**src/rtl/lvd_pkg.sv**
```systemverilog
package lvd_pkg;

  typedef enum logic [1:0] {
    ST_POR   = 2'd0,
    ST_RUN   = 2'd1,
    ST_WARN  = 2'd2,
    ST_LVRST = 2'd3
  } lvd_state_e;

  localparam logic [1:0] MODE_WARN_RESET = 2'b10;

  localparam logic ADDR_CTRL  = 1'b0;
  localparam logic ADDR_LEVEL = 1'b1;

  localparam int CTRL_WEN_BIT  = 7;
  localparam int CTRL_FLAG_BIT = 0;
  localparam int LVL_MODE_BIT  = 7;
  localparam int LVL_SEL_BIT   = 0;

  function automatic logic is_reset_state(input lvd_state_e s);
    return (s == ST_POR) || (s == ST_LVRST);
  endfunction

endpackage

```
**src/rtl/lvd_input_cond.sv**
```systemverilog
module lvd_input_cond #(
  parameter int SYNC_STAGES = 2,
  parameter int FILT        = 4
) (
  input  logic clk,
  input  logic rst,
  input  logic async_in,
  output logic clean_out
);

  localparam int             CW   = $clog2(FILT + 1);
  localparam logic [CW-1:0]  LAST = CW'(FILT - 1);

  logic [SYNC_STAGES-1:0] sync_q;
  logic [CW-1:0]          run_q;
  logic                   sync_bit;

  assign sync_bit = sync_q[SYNC_STAGES-1];

  always_ff @(posedge clk) begin
    if (rst) begin
      sync_q <= '0;
    end else begin
      sync_q <= {sync_q[SYNC_STAGES-2:0], async_in};
    end
  end

  // A new level must persist for FILT consecutive clocks before it is taken.
  always_ff @(posedge clk) begin
    if (rst) begin
      run_q     <= '0;
      clean_out <= 1'b0;
    end else if (sync_bit == clean_out) begin
      run_q <= '0;
    end else if (run_q == LAST) begin
      clean_out <= sync_bit;
      run_q     <= '0;
    end else begin
      run_q <= run_q + 1'b1;
    end
  end

endmodule

```
**src/rtl/lvd_seq.sv**
```systemverilog
module lvd_seq
  import lvd_pkg::*;
#(
  parameter int HOLD = 8
) (
  input  logic       clk,
  input  logic       rst,
  input  logic       active,
  input  logic       hi_f,
  input  logic       lo_f,
  output lvd_state_e state_q,
  output logic       irq,
  output logic       rst_req
);

  localparam int            HW       = $clog2(HOLD + 1);
  localparam logic [HW-1:0] HOLD_VAL = HW'(HOLD);

  lvd_state_e    state_d;
  logic [HW-1:0] hold_q;

  always_comb begin
    state_d = state_q;
    if (!active) begin
      state_d = ST_RUN;
    end else begin
      unique case (state_q)
        ST_POR:   if (hi_f && lo_f) state_d = ST_RUN;
        ST_RUN: begin
          if (!lo_f)      state_d = ST_LVRST;
          else if (!hi_f) state_d = ST_WARN;
        end
        ST_WARN:  if (!lo_f) state_d = ST_LVRST;
        ST_LVRST: if (hi_f && lo_f) state_d = ST_RUN;
        default:  state_d = ST_POR;
      endcase
    end
  end

  always_ff @(posedge clk) begin
    if (rst) begin
      state_q <= ST_POR;
      irq     <= 1'b0;
    end else begin
      state_q <= state_d;
      irq     <= (state_d == ST_WARN) && (state_q != ST_WARN);
    end
  end

  // Stretch: counter reloads while in a reset state, drains afterwards.
  always_ff @(posedge clk) begin
    if (rst) begin
      hold_q  <= HOLD_VAL;
      rst_req <= 1'b1;
    end else begin
      if (is_reset_state(state_q)) begin
        hold_q <= HOLD_VAL;
      end else if (hold_q != '0) begin
        hold_q <= hold_q - 1'b1;
      end
      rst_req <= is_reset_state(state_q) || (hold_q != '0);
    end
  end

endmodule

```
**src/rtl/lvd_regs.sv**
```systemverilog
module lvd_regs
  import lvd_pkg::*;
(
  input  logic       clk,
  input  logic       rst,
  input  logic       we,
  input  logic       addr,
  input  logic [7:0] wdata,
  input  logic       irq_evt,
  output logic [7:0] rdata
);

  logic wen_q;
  logic flag_q;
  logic lvl_mode_q;
  logic lvl_sel_q;
  logic ctrl_wr;
  logic level_wr;
  logic unused_wbits;

  assign ctrl_wr      = we && (addr == ADDR_CTRL);
  assign level_wr     = we && (addr == ADDR_LEVEL);
  assign unused_wbits = ^wdata[6:1];

  always_ff @(posedge clk) begin
    if (rst) begin
      wen_q      <= 1'b0;
      flag_q     <= 1'b0;
      lvl_mode_q <= 1'b0;
      lvl_sel_q  <= 1'b0;
      rdata      <= '0;
    end else begin
      if (ctrl_wr) wen_q <= wdata[CTRL_WEN_BIT];

      if (irq_evt)                             flag_q <= 1'b1;
      else if (ctrl_wr && wdata[CTRL_FLAG_BIT]) flag_q <= 1'b0;

      if (level_wr && wen_q) begin
        lvl_mode_q <= wdata[LVL_MODE_BIT];
        lvl_sel_q  <= wdata[LVL_SEL_BIT];
      end

      if (addr == ADDR_CTRL) rdata <= {wen_q, 6'b0, flag_q};
      else                   rdata <= {lvl_mode_q, 6'b0, lvl_sel_q};
    end
  end

endmodule

```
**src/rtl/lvd_supervisor.sv**
```systemverilog
module lvd_supervisor
  import lvd_pkg::*;
#(
  parameter int SYNC_STAGES = 2,
  parameter int FILT_CYCLES = 4,
  parameter int RST_HOLD    = 8
) (
  input  logic       clk,
  input  logic       rst,
  input  logic [1:0] mode_sel,
  input  logic       vdd_above_hi,
  input  logic       vdd_above_lo,
  input  logic       reg_we,
  input  logic       reg_addr,
  input  logic [7:0] reg_wdata,
  output logic [7:0] reg_rdata,
  output logic       lvd_irq,
  output logic       lvd_rst_req
);

  localparam int NUM_CMP = 2;

  logic [1:0]         mode_q;
  logic               active;
  logic [NUM_CMP-1:0] cmp_raw;
  logic [NUM_CMP-1:0] cmp_clean;
  lvd_state_e         seq_state;

  always_ff @(posedge clk) begin
    if (rst) mode_q <= mode_sel;
  end

  assign active  = (mode_q == MODE_WARN_RESET);
  assign cmp_raw = {vdd_above_lo, vdd_above_hi};

  for (genvar g = 0; g < NUM_CMP; g++) begin : g_cmp
    lvd_input_cond #(
      .SYNC_STAGES(SYNC_STAGES),
      .FILT       (FILT_CYCLES)
    ) u_cond (
      .clk      (clk),
      .rst      (rst),
      .async_in (cmp_raw[g]),
      .clean_out(cmp_clean[g])
    );
  end

  lvd_seq #(
    .HOLD(RST_HOLD)
  ) u_seq (
    .clk    (clk),
    .rst    (rst),
    .active (active),
    .hi_f   (cmp_clean[0]),
    .lo_f   (cmp_clean[1]),
    .state_q(seq_state),
    .irq    (lvd_irq),
    .rst_req(lvd_rst_req)
  );

  lvd_regs u_regs (
    .clk    (clk),
    .rst    (rst),
    .we     (reg_we),
    .addr   (reg_addr),
    .wdata  (reg_wdata),
    .irq_evt(lvd_irq),
    .rdata  (reg_rdata)
  );

endmodule

```
**config.mk**
```make
export PLATFORM = sky130hd
export DESIGN_NAME = lvd_supervisor
export DESIGN_NICKNAME = d
export VERILOG_FILES = /design/src/rtl/lvd_pkg.sv /design/src/rtl/lvd_input_cond.sv /design/src/rtl/lvd_seq.sv /design/src/rtl/lvd_regs.sv /design/src/rtl/lvd_supervisor.sv
export SDC_FILE = /design/constraint.sdc
export NUM_CORES = 1
export LEC_CHECK = 0
export ABC_AREA = 1
export BUFFER_PORTS_ARGS = -buffer_cell sky130_fd_sc_hd__buf_2
export CORE_ASPECT_RATIO = 0.8
export CORE_MARGIN = 10
export CORE_UTILIZATION = 25
export CTS_CLUSTER_DIAMETER = 200
export DETAILED_ROUTE_END_ITERATION = 8
export GPL_TIMING_DRIVEN = 0
export HOLD_SLACK_MARGIN = 0.15
export PLACE_DENSITY = 0.52
export RECOVER_POWER = 100
export SLEW_MARGIN = 20
export SYNTH_ARGS = -nofsm -noshare
export SYNTH_HDL_FRONTEND = slang
export SYNTH_SLANG_ARGS = --single-unit
```
**constraint.sdc**
```tcl
create_clock -name clk -period 1.6 [get_ports clk]
set_input_delay 0.16 -clock clk [delete_from_list [all_inputs] [get_ports clk]]
set_output_delay 0.16 -clock clk [all_outputs]
set_load 0.01 [all_outputs]
```
### Word level (Yosys, flattened, before mapping)

Cells that the tools add are included.

* add/subtract/negate cells: 3
* reductions and logical operators: 17
* equality and inequality tests: 10
* multiplexer cells: 9
* bitwise gates (word level): 3

Operators by type and width (number)
* 2-to-1 mux 2 bit: 5
* == test 2 bit, second input constant: 4
* 2-to-1 mux 8 bit: 1
* adder 3 x 1 -> 3 bit, second input constant: 2
* == test 3 x 2 -> 1 bit, second input constant: 2
* logical AND 1 bit: 6
* case mux 2 bit (3 select lines): 1
* OR reduction 3 bit: 2
* AND reduction 2 bit: 2
* nonzero test 4 bit: 1
* OR reduction 2 bit: 2
* subtractor 4 x 1 -> 4 bit, second input constant: 1
* NOT 1 bit: 3
* == test 1 bit: 2
* == test 2 x 1 -> 1 bit, second input constant: 1
* logical NOT 2 bit: 1
* logical OR 1 bit: 2
* 2-to-1 mux 1 bit: 2
* inequality test 2 bit, second input constant: 1
* nonzero test 2 bit: 1

* logic and storage cells: 58
* output and inout bits: 10
* bits in registers: 34

### Depth between registers and ports, before layout

* depth after elaboration: 6
* mapped depth: 8
* depth with buffers taken out: 8

### Cells and area by module

A second synthesis with hierarchy kept.

* cell total of the unflattened synthesis: 149
* area, all modules: 1231.2 um^2

By module, submodules not included
* lvd_input_cond: area each 226.5 um^2, seq. area each 120.1 um^2, cells an instance 27, times used 2
* lvd_seq: area each 427.9 um^2, seq. area each 160.2 um^2, cells an instance 55, times used 1
* lvd_regs: area each 280.3 um^2, seq. area each 120.1 um^2, cells an instance 36, times used 1
* lvd_supervisor: area each 70.1 um^2, seq. area each 60.1 um^2, cells an instance 4, times used 1

### Worst setup path before layout

Ideal clock, no wire load.

* path kind: reg-to-reg
* start point: register u_seq.state_q[0]
* end point: register u_seq.hold_q[0]
* buffers on the path: 0
* data required time: 1.531 ns
* arrival: 1.142 ns
* setup slack: 0.388 ns
* period minus slack after synthesis: 1.212 ns
* setup time: 0.069 ns
* stages on the path, launching flop included: 6
* path through: dfxtp_1 > inv_1 > ha_1 > nor2_2 > nand4_1 > o21ai_1

* word-level cells in the longest chain between the ends: 3

RTL lines
* start: declaration: line lvd_seq.sv:11 `output lvd_state_e state_q,`
* start signal: assignment: line lvd_seq.sv:45 `state_q <= state_d;`
* == test 2 bit / logical NOT 2 bit (equally long branches): line lvd_pkg.sv:21 `return (s == ST_POR) || (s == ST_LVRST);`
* logical OR 1 bit (*): line lvd_pkg.sv:21
* OR reduction 2 bit (no line) (*)
* end signal: assignment: line lvd_seq.sv:59 `hold_q <= hold_q - 1'b1;`
* end: declaration: line lvd_seq.sv:20 `logic [HW-1:0] hold_q;`

Mark *: on every way between the ends. The rest lies on a longest branch, timed or not.
A chain may end at the register's enable or synchronous reset.

### Final worst setup path

Ends and elaborated chain as after synthesis.

==> results.md <==
* CP Cell Sequence: inv_1 -> ha_1 -> nor2_2 -> nand4_1 -> o21ai_0
* Slowest stage delay, CP at ~400 ps
* Top post-synthesis cells by area: dfxtp_1 (45%), ha_1 (8.6%), inv_1 (7.8%)
* Mux contribution to synthesized area at 0
* Chip width at slightly below 100 µm
* Synth Area in Compound Gates at 0.1143
* Top-area cell type share of the netlist area at 0.4488
* Max Freq at between 700 and 800 MHz
* Setup crit start: u_seq.state_q[0]
* Critical Path Start Type: flop
* Leakage at around 0.64 nW
* Largest family of logic cells by synthesized area: simple AND/OR/NAND/NOR gates
* Reg2reg path depth at 5
* CP Buf/Inv Count at 1
* R2r startpoint: u_seq.state_q[0]
* Status: finished, final reports clean
* H-tree depth at 1
* Multi-input gate area at between 400 and 500 µm²
* Hold depth at 3
* IO Count at 26
* GRT Util Overall at 0.05448
* Post-synth EDFFs at 2
* Synth warn at 0
* Crit Path Category: flop to flop
* Final setup violation count at 0
* Num CTS Buffers at 3
* Share of synthesized registers carrying an async set or reset at 0
* Nets@finish at 193
* Starting density of the core at 0.2554
* RSZ-0062 raised after global routing: no
* Post-Synth XOR/XNOR Area at 0.01510
* Reg2Reg Setup Slack at approximately 240 ps
* Min-delay src: reg_wdata[0]
* RR Endpoint: u_seq.hold_q[0]
* Root Buffer: clkbuf_8
* Critical path's top delay family: flip-flops
* Netlist cell types at 24
* Initial antenna violation count at 0
* TritonRoute pass-1 iters at 4
* TNS Setup at 0 ps
* PortBufs at 13
* Max-slew violation count at 0
* Final HPWL DP at 1506 µm
* Worst hold margin at around 200 ps
* Clk slew on worst S/H paths at 90 ps
* Fillcell total at roughly 500
* Worst Path Required at between 1500 and 2000 ps
* Area leader, netlist: dfxtp_1
* Die Height at between 80 and 90 µm
* Leading cell types in the layout, fill and taps excluded: dfxtp_1 (26), inv_1 (24), nor2_1 (17), nand2_1 (17), a21oi_1 (11)
* Vias at 865
* Vias in the first global route at around 810
* Commonest non-fill, non-tap cell in the layout: dfxtp_1
* Synth Flop Type: dfxtp_1
* Ant diodes at 0
* Clk_lat worst skew at approximately 270 ps
* Standard-cell rows at 22
* Die footprint at slightly below 0.008 mm²
* Post-synthesis sequential area ratio at 0.5005
* CTS tree: done
* Post-CTS setup buffer count at 0
* Fin Clk Skew at approximately 5.4 ps
* Critical Path AT at 1570 ps
* Critical Path Fanout Max at 4
* Core Region at about 0.0045 mm²
* Post-route minimum period at 1360 ps
* Clock buffer depth at 2
* DRC errors left at 0
* RD Place Congestion at approximately 0.78
* Cells after synthesis at approximately 140
* Clock sink count at 28
* Global-route wire length before repair at roughly 3400 µm
* Hold WC Path Type: primary input to flop
* Slowest cell on crit path: dfxtp_1
* Fraction of layout cells with a size suffix above 1 at 0.1369
* Cell Area, Synth at between 0.001 and 0.0015 mm²
* Final period util at 0.8499
* Final hold vios at 0
* VDD IR max at between 0.0004 and 0.0005 V
* Post-Synth Simple-Gate Area at 0.1564
* Routed WL at between 1500 and 2000 µm
* Synth Area in Adders at 0.08630
* DRT iter0 DRCs at 42
* Vias per std cell at 3.794
* Number of nets with antenna violations after routing at 0
* Avg Cell Area, Syn at approximately 8.3 µm²
* CP endpoint kind: flop
* Register area at approximately 580 µm²
* Largest net degree at the start of global routing at 16
* Average wire per standard cell at between 8 and 9 µm
* Synth Register Bits at 28
* Power Density at 946.9 mW/mm²
* Overflow after GRT at 0
* MaxCap Viol Count at 0
* Final Total Pwr at approximately 1.4 mW
* WHS Endpoint: u_regs.lvl_sel_q
* Area growth from synthesis to final layout at 23.95%
-- layer usage --
layer  routed length, µm  vias to the layer above  global-route usage
met2                 670                       24             0.07919
met1                1013                      358             0.06720
met5                   0                        -                   0
li1                    -                      481                   -
met4                  36                        0             0.02647
met3                 191                        2             0.02396
-- worst min-delay path, stage by stage --
cell	delay, ps
buf_2	90
o21ai_0	70
a21oi_1	110
-- where the power goes --
| part | switching (mW) | leakage, nW | internal, mW |
|---|---|---|---|
| sequential | 0.0140 | 0.232 | 0.739 |
| clock | 0.211 | 0.0288 | 0.220 |
| combinational | 0.0969 | 0.375 | 0.0798 |
-- metrics by stage --
step           setup WS [ps]  instance area (µm²)    util  cells
3_5_place_dp           274.7                 1319  0.2904    217
3_3_place_gp           253.0                 1319  0.2904    217
4_1_cts                256.8                 1444  0.3179    228
2_1_floorplan          388.4                 1179       -    144
5_1_grt                54.42                 1438  0.3165    228
6_report               240.2                 1438  0.3165    228
-- worst max path at each step --
stage	depth (start not counted)	endpoint	slack, ps
after floorplan	5	u_seq.hold_q[0]	390
after global placement	5	u_seq.hold_q[1]	250
after detailed placement	5	u_seq.hold_q[0]	270
after CTS	5	u_seq.hold_q[0]	260
after global routing	5	u_seq.hold_q[0]	50
final	5	u_seq.hold_q[0]	240
-- cells in the mapped netlist, types with 2 or more instances --
library cell / count
a21oi_1: 11
ha_1: 8
o21ai_0: 7
inv_1: 24
nor2_1: 17
edfxtp_1: 2
nand3_1: 6
nand2_1: 17
dfxtp_1: 26
o211ai_1: 2
buf_4: 6
-- logic make-up (layout without fill, tap and decap cells) --
group	Yosys count	in the layout
xor+xnor	2	2
fa+ha+maj	8	8
other cells	1	6
compound gates	24	24
buf+inv	32	56
flops	28	28
simple gates	44	44
-- registers in the layout, summed over array words and instances (netlist names), 2 cells and up --
signal,count
u_regs.rdata,2
mode_q,2
u_seq.hold_q,4
u_seq.state_q,2
g_cmp.u_cond.clean_out,2
g_cmp.u_cond.sync_q,4
g_cmp.u_cond.run_q,6
-- what timing repair did --
item | in CTS | in global routing
endpoints found under the hold margin | 9 | 0
gates resized for setup | 0 | 0
hold buffers | 7 | 0
-- area by class of cell --
| cell class | count | area share |
|---|---|---|
| multi-input combinational | 84 | 0.3159 |
| sequential | 28 | 0.4038 |
| inverter | 25 | 0.06527 |
| buffer | 7 | 0.03481 |
| timing repair buffer | 20 | 0.08964 |
| clock buffer | 4 | 0.03829 |
| tap | 60 | 0.05222 |
Power figures use the tool's default switching activity.
